File: config.mk
export PLATFORM = sky130hd
export DESIGN_NAME = rx_status_fifo
export DESIGN_NICKNAME = d
export VERILOG_FILES = /design/src/rtl/rsf_pkg.sv /design/src/rtl/rsf_mem.sv /design/src/rtl/rsf_ctrl.sv /design/src/rtl/rx_status_fifo.sv
export SDC_FILE = /design/constraint.sdc
export NUM_CORES = 1
export LEC_CHECK = 0
export BUFFER_PORTS_ARGS = -buffer_cell sky130_fd_sc_hd__buf_2
export CAP_MARGIN = 40
export CORE_MARGIN = 2
export CORE_UTILIZATION = 40
export CTS_BUF_LIST = sky130_fd_sc_hd__clkbuf_4 sky130_fd_sc_hd__clkbuf_8
export CTS_CLUSTER_DIAMETER = 80
export DETAILED_ROUTE_END_ITERATION = 8
export PLACE_DENSITY = 0.63
export SYNTH_ARGS = -nofsm -noshare
export SYNTH_HDL_FRONTEND = slang
export SYNTH_SLANG_ARGS = --single-unit
export TNS_END_PERCENT = 100
File: constraint.sdc
create_clock -name clk -period 10.5 [get_ports clk]
set_clock_uncertainty 0.1 [all_clocks]
set_input_delay 3.15 -clock clk [delete_from_list [all_inputs] [get_ports clk]]
set_output_delay 3.15 -clock clk [all_outputs]
set_load 0.005 [all_outputs]
File: src/rtl/rsf_pkg.sv
package rsf_pkg;
  localparam int unsigned CHAR_W = 8;

  typedef struct packed {
    logic              brk;
    logic              fe;
    logic              pe;
    logic [CHAR_W-1:0] data;
  } rx_ent_t;

  localparam int unsigned ENT_W = $bits(rx_ent_t);

  // status word bit positions
  localparam int unsigned ST_ERRSUM = 7;
  localparam int unsigned ST_TXIDLE = 6;
  localparam int unsigned ST_THRE   = 5;
  localparam int unsigned ST_BRK    = 4;
  localparam int unsigned ST_FE     = 3;
  localparam int unsigned ST_PE     = 2;
  localparam int unsigned ST_OVR    = 1;
  localparam int unsigned ST_AVAIL  = 0;
endpackage

File: src/rtl/rsf_mem.sv
module rsf_mem #(
  parameter int unsigned DEPTH = 64,
  parameter int unsigned WIDTH = 11,
  localparam int unsigned AW = (DEPTH > 1) ? $clog2(DEPTH) : 1
) (
  input  logic             clk,
  input  logic             we,
  input  logic [AW-1:0]    waddr,
  input  logic [WIDTH-1:0] wdata,
  input  logic [AW-1:0]    raddr,
  output logic [WIDTH-1:0] rdata
);
  logic [WIDTH-1:0] mem [DEPTH];

  // simple dual port, registered read, forwarding on same-address write
  always_ff @(posedge clk) begin
    if (we) mem[waddr] <= wdata;
    if (we && (waddr == raddr)) rdata <= wdata;
    else                        rdata <= mem[raddr];
  end
endmodule

File: src/rtl/rsf_ctrl.sv
module rsf_ctrl #(
  parameter int unsigned DEPTH = 64,
  localparam int unsigned AW = (DEPTH > 1) ? $clog2(DEPTH) : 1,
  localparam int unsigned CW = $clog2(DEPTH + 1)
) (
  input  logic          clk,
  input  logic          rst,
  input  logic          push_i,
  input  logic          push_err_i,
  input  logic          pop_req_i,
  input  logic          head_err_i,
  output logic          we_o,
  output logic [AW-1:0] waddr_o,
  output logic [AW-1:0] raddr_o,
  output logic          ovr_evt_o,
  output logic [CW-1:0] occ_o,
  output logic [CW-1:0] err_cnt_o
);
  localparam logic [CW-1:0] FULL_V = CW'(DEPTH);
  localparam logic [AW-1:0] LAST_A = AW'(DEPTH - 1);

  logic [AW-1:0] wr_ptr, rd_ptr;
  logic [CW-1:0] occ, err_cnt;
  logic          pop_ok, push_ok;

  function automatic logic [AW-1:0] nxt(input logic [AW-1:0] p);
    return (p == LAST_A) ? '0 : p + 1'b1;
  endfunction

  assign pop_ok    = pop_req_i && (occ != '0);
  assign push_ok   = push_i && ((occ != FULL_V) || pop_ok);
  assign ovr_evt_o = push_i && !push_ok;
  assign we_o      = push_ok;
  assign waddr_o   = wr_ptr;
  assign raddr_o   = pop_ok ? nxt(rd_ptr) : rd_ptr;
  assign occ_o     = occ;
  assign err_cnt_o = err_cnt;

  always_ff @(posedge clk) begin
    if (rst) begin
      wr_ptr  <= '0;
      rd_ptr  <= '0;
      occ     <= '0;
      err_cnt <= '0;
    end else begin
      if (push_ok) wr_ptr <= nxt(wr_ptr);
      if (pop_ok)  rd_ptr <= nxt(rd_ptr);
      occ     <= occ + CW'(push_ok) - CW'(pop_ok);
      err_cnt <= err_cnt + CW'(push_ok && push_err_i) - CW'(pop_ok && head_err_i);
    end
  end
endmodule

File: src/rtl/rx_status_fifo.sv
module rx_status_fifo #(
  parameter int unsigned DEPTH = 64
) (
  input  logic       clk,
  input  logic       rst,
  input  logic       push_i,
  input  logic [7:0] push_data_i,
  input  logic       push_brk_i,
  input  logic       push_fe_i,
  input  logic       push_pe_i,
  input  logic       rhr_rd_i,
  input  logic       lsr_rd_i,
  input  logic       thr_empty_i,
  input  logic       tsr_empty_i,
  output logic [7:0] rhr_data_o,
  output logic [7:0] lsr_o
);
  import rsf_pkg::*;

  localparam int unsigned AW = (DEPTH > 1) ? $clog2(DEPTH) : 1;
  localparam int unsigned CW = $clog2(DEPTH + 1);

  rx_ent_t       wr_ent, head;
  logic          we, ovr_evt, head_err, avail;
  logic [AW-1:0] waddr, raddr;
  logic [CW-1:0] occ, err_cnt;
  logic          ovr_q, thre_q, txidle_q;

  assign wr_ent = '{brk: push_brk_i, fe: push_fe_i, pe: push_pe_i, data: push_data_i};
  assign head_err = head.brk | head.fe | head.pe;

  rsf_ctrl #(.DEPTH(DEPTH)) u_ctrl (
    .clk(clk), .rst(rst),
    .push_i(push_i), .push_err_i(push_brk_i | push_fe_i | push_pe_i),
    .pop_req_i(rhr_rd_i), .head_err_i(head_err),
    .we_o(we), .waddr_o(waddr), .raddr_o(raddr), .ovr_evt_o(ovr_evt),
    .occ_o(occ), .err_cnt_o(err_cnt)
  );

  rsf_mem #(.DEPTH(DEPTH), .WIDTH(ENT_W)) u_mem (
    .clk(clk), .we(we), .waddr(waddr), .wdata(wr_ent),
    .raddr(raddr), .rdata(head)
  );

  always_ff @(posedge clk) begin
    if (rst) begin
      ovr_q    <= 1'b0;
      thre_q   <= 1'b1;
      txidle_q <= 1'b1;
    end else begin
      if (ovr_evt)       ovr_q <= 1'b1;
      else if (lsr_rd_i) ovr_q <= 1'b0;
      thre_q   <= thr_empty_i;
      txidle_q <= thr_empty_i & tsr_empty_i;
    end
  end

  assign avail      = (occ != '0);
  assign rhr_data_o = avail ? head.data : '0;

  always_comb begin
    lsr_o            = '0;
    lsr_o[ST_ERRSUM] = (err_cnt != '0);
    lsr_o[ST_TXIDLE] = txidle_q;
    lsr_o[ST_THRE]   = thre_q;
    lsr_o[ST_BRK]    = avail & head.brk;
    lsr_o[ST_FE]     = avail & head.fe;
    lsr_o[ST_PE]     = avail & head.pe;
    lsr_o[ST_OVR]    = ovr_q;
    lsr_o[ST_AVAIL]  = avail;
  end
endmodule

# After elaboration in Yosys (flattened, before gate mapping)
# Memories as Yosys holds them, arrays and structs flattened. A register that Yosys moved wholly into a read port is not among the register bits.
# Cells that the tools add are included.
# totals
mem_count	1
word_cells	43
regBits	29
ram_bits	704
input_bits	18
# op_classes
n_eq_ne	3
n_bitwise	8
n_addsub	6
n_reduce_logical	10
n_mux	8
# mem_list
memory	words	width	read_ports	rd_clocked_by_memory_dff	wr	line_no	source
u_mem.mem	64	11	1	1	1	rsf_mem.sv:13	logic [WIDTH-1:0] mem [DEPTH];
# op_table
cell	n
6-bit 2-to-1 mux	3
7-bit by 1-bit adder with 7-bit output	2
7-bit nonzero test	2
7-bit by 1-bit subtractor with 7-bit output	2
6-bit by 1-bit adder with 6-bit output (second input constant)	2
6-bit == test (second input constant)	2
8-bit 2-to-1 mux	1
7-bit inequality test (second input constant)	1
1-bit logical AND	5
1-bit bitwise AND	4
1-bit 2-to-1 mux	4
1-bit OR	4
2-bit nonzero test	1
1-bit logical NOT	1
1-bit logical OR	1

# Logic depth before layout (Yosys ltp)
# depth
depth_word	7
depth_mapped	21

# By module
# From an unflattened synthesis, not the netlist that was laid out.
# hier_totals
cells_unflattened	1500
area_unflattened_um2	29365.7
# by_module_without_submodules
module	cells_each	area_per_inst_um2	n_inst
rsf_mem	1274	27386.3	1
rsf_ctrl	193	1700.4	1
rx_status_fifo	33	279.0	1

# Worst setup path before layout
# No wires, ideal clock.
# synth_path
path_kind	register to output
start	reg with a tool-made name
end	out rhr_data_o[1]
path_stages_with_launch	7
required_time_ns	7.250
arrival_time_ns	2.617
slack_ns	4.633
path_buffers	2
cell_sequence	dfxtp_1 > clkbuf_1 > buf_1 > mux4_2 > mux4_2 > mux4_2 > and2_1
# synth_lines
element	line_no	source
end: declaration	rx_status_fifo.sv:15	output logic [7:0] rhr_data_o,

==> summary.md <==
| Metric | Value |
|---|---|
| Worst path required time | 7.25 ns |
| # H-tree levels | 3 |
| Cell count after synthesis | 1342 |
| Clock latency of the later-clocked register in the worst-skew pair | 0.74 ns |
| Pins over their slew limit | 0 |
| Total area of sequential cells | roughly 22000 sq um |
| Area overhead of the layout relative to synthesis | 15.2% |
| Type of the worst min-delay path | reg2reg |
| Length of the first detailed-routing pass in iterations | 5 |
| Post-Synthesis Mean Instance Area | 21.5 sq um |
| Crit. End Element | primary output |
| Global-route wire length before repair | roughly 100 mm |
| Overall power | 7.30 mW |
| Overall die width | about 270 um |
| Area after DPL | just over 30000 sq um |
| Cell type contributing the most total cell area after synthesis | sky130_fd_sc_hd__edfxtp_1 |
| Area of the die | 74400 sq um |
| Relative slew margins | 24.5% |
| F_max | 130 MHz |
| Cell seen most often among critical-path stages | sky130_fd_sc_hd__mux4_2 |
| Via count of the routed design | 14100 |
| End of the critical path | rhr_data_o[5] |
| Share of cells above drive strength 1 | 34.6% |
| Hold path depth | 1 |
| Initial antenna violation count | 3 |
| Setup-failing EPs final | 0 |
| Final core utilization | 46.5% |
| Final Instance Area | around 33000 sq um |
| Startpoint Class | register |
| TritonCTS clock tree | yes |
| Post-route minimum period | 7.71 ns |
| Logic depth of the worst register-to-register path | 16 |
| Core area | ~71000 sq um |
| Worst setup timing slack at the placement stage | 3.47 ns |
| Worst hold-check slack | 0.369 ns |
| Ys async rst share | 0% |
| Effective utilization at floorplan | 40.4% |
| Post-synth net total | around 1400 |
| Clock-pin slew reported for the worst setup and hold paths after clock tree synthesis | approximately 0.06 ns |
| Number of input and output port buffers inserted | 33 |
| Global-route congestion overflow total | 0 |
| Largest fanout of any net on the critical path | 107 |
| Share of synthesized cell area in full adder, half adder and majority cells | a little over 1% |
| Compound-gate portion of the synthesized area | under 10% |
| EDFF count, synth | 704 |
| Routed wire per std cell | 27.0 um |
| Buffer count from post-CTS setup fixing | 0 |
| Sequential-to-total area share from yosys stat | 75.6% |
| Number of antenna-violating nets in the routed design | 0 |
| Critical Path AT | 4.46 ns |
| Post-layout net count | 1543 |
| Area of the mapped netlist | just under 30000 sq um |
| Actual transition at the worst max-transition pin | 1.13 ns |
| Maximum cell stage delay along the critical path | 0.74 ns |
| Dominant combinational cell family by area after synthesis | multiplexers |
| Simple-gate area share of the yosys netlist | 3.13% |
| Number of max-cap violations | 0 |
| Clock buffer count from CTS | 116 |
| Weighted congestion reported at the end of routability-driven placement | 0.767 |
| Number of buffers inserted by hold repair at cts | 0 |
| Leakage power of the design | 10.4 nW |
| Synth top area cells | sky130_fd_sc_hd__edfxtp_1 (73%), sky130_fd_sc_hd__mux4_2 (17%), sky130_fd_sc_hd__dfxtp_1 (2.4%) |
| # rows | 98 |
| Endpoint of the worst-slack reg-to-reg timing path | u_ctrl.err_cnt_o[6]$_SDFF_PP0_ |
| Setup TNS Final | 0 ns |
| Run status | completed |
| Final worst-path cycle share | 73.4% |
| Area share of the largest cell type after synthesis | 73.2% |
| Floorplan die height | 273 um |
| Cell type of the slowest stage on the worst timing path | sky130_fd_sc_hd__dfxtp_4 |
| CTS Buffer Depth | 3 |
| Number of distinct standard cells referenced by the synthesized netlist | 46 |
| Ys flop type | sky130_fd_sc_hd__edfxtp_1 |
| Overall Global Routing Usage | 18.8% |
| Power per Cell Area | 220 nW/um^2 |
| RSZ-0062 raised after global routing | false |
| Routed wire length | 68.7 mm |
| Via-to-Cell Ratio | approximately 5.5 |
| Number of cells in the design after placement | 2335 |
| Number of fill cells in the layout | 5844 |
| Maximum resistive drop on vdd | roughly 0.19 mV |
| Cell-by-cell trace of the critical path | buf_12 > mux4_2 > mux4_2 > mux4_2 > and2_1 > buf_2 |
| Largest net degree at the start of global routing | 126 |
| Smallest setup slack after layout | between 2 and 3 ns |
| Number of remaining DRC errors | 0 |
| Via count of the first global-routing pass | 14500 |
| TritonCTS sink count | 739 |
| Post-synthesis register bit count | 739 |
| Clock root cell | sky130_fd_sc_hd__clkbuf_8 |
| R2r setup slk | 4.72 ns |
| Number of top-level pins | 34 |
| Final cell count without fillers | 2547 |
| Final HPWL DP | roughly 42 mm |
| Crit Path Class | reg2out |
| Multiplexer share of the synthesized area | 17.2% |
| Violation count after the first detailed-routing iteration | 1542 |
| Fraction of synthesized cell area in xor and xnor cells | 0.425% |
| Area of the multi-input gates | 6680 sq um |
| Final count of hold timing violations | 0 |
| Resized Gates After CTS | 0 |
| Syn. warnings | 0 |
[metal layers]
layer | share of wire, % | global-route usage (%) | vias up
met5 | 0 | 0 | -
li1 | - | - | 5884
met3 | 9.3 | 5.51 | 130
met2 | 47 | 28.9 | 631
met4 | 2.9 | 6.39 | 0
met1 | 41 | 25.8 | 7467
[state kept, by name, summed over array words and instances (netlist names), named ones only]
register,flops
u_mem.mem,704
u_ctrl.err_cnt_o,7
u_ctrl.occ_o,7
u_ctrl.rd_ptr,6
u_ctrl.waddr_o,6
ovr_q,1
thre_q,1
txidle_q,1
[how the worst min path moves through the flow]
stage | from | end | slack, ns
global route | u_ctrl.rd_ptr[4]$_SDFF_PP0_ | register | 0.39
finish | u_ctrl.rd_ptr[4]$_SDFF_PP0_ | register | 0.37
detailed placement | u_ctrl.rd_ptr[4]$_SDFF_PP0_ | register | 0.36
global placement | u_ctrl.rd_ptr[4]$_SDFF_PP0_ | register | 0.36
CTS | u_ctrl.rd_ptr[4]$_SDFF_PP0_ | register | 0.38
floorplan | u_ctrl.rd_ptr[4]$_SDFF_PP0_ | register | 0.34
[Yosys cell counts, drive strengths merged, types with 2 or more instances]
cell	number
nor3b	2
o22ai	2
and3	3
a32oi	2
a21oi	17
nor2	92
xor2	5
inv	26
edfxtp	704
nand3b	7
nand4	2
or2	2
clkbuf	30
mux4	216
nand2b	3
fa	2
xnor2	9
nand3	16
o211ai	2
mux2i	9
ha	20
mux2	2
o21bai	3
buf	40
o221ai	2
or3	6
a21o	6
dfxtp	35
a22oi	6
nor2b	13
nand2	28
and2	8
nor3	8
o21ai	6
[cell type report]
type                    count  area share, %
clock buffers             150           5.62
inverters                  26          0.293
multi-input cells         507           20.1
clock inverters            60           1.45
diodes                      2         0.0150
well taps                 950           3.57
flip-flops and latches    739           65.7
repair buffers            113           3.25
[logic make-up after synthesis]
kind of cell	after synthesis
flops	739
mux	227
buf+inv	96
compound gates	50
simple gates	194
xor+xnor	14
fa+ha+maj	22
[power breakdown]
| group | total, mW | internal, mW | switching (mW) |
|---|---|---|---|
| Combinational | 1.49 | 0.763 | 0.724 |
| Clock | 2.46 | 1.34 | 1.12 |
| Sequential | 3.36 | 3.27 | 0.0879 |
[placed cells by master, fill, tap and decap left out, types with 25 or more instances in the layout]
cell type                    n
sky130_fd_sc_hd__nor2_2     26
sky130_fd_sc_hd__inv_1      25
sky130_fd_sc_hd__clkbuf_4   31
sky130_fd_sc_hd__mux4_2    216
sky130_fd_sc_hd__nor2_1     66
sky130_fd_sc_hd__nand2_1    28
sky130_fd_sc_hd__buf_2      33
sky130_fd_sc_hd__buf_4      39
sky130_fd_sc_hd__clkbuf_8  119
sky130_fd_sc_hd__dfxtp_1    30
sky130_fd_sc_hd__edfxtp_1  704
[critical path, delay by kind of cell, from the launching register on]
family / cells / cell delay, ns
simple gates: 1 / 0.18
buf+inv: 2 / 0.73
mux: 3 / 1.75
flops: 1 / 0.74
Note: power is estimated with default switching activity, not from simulation.
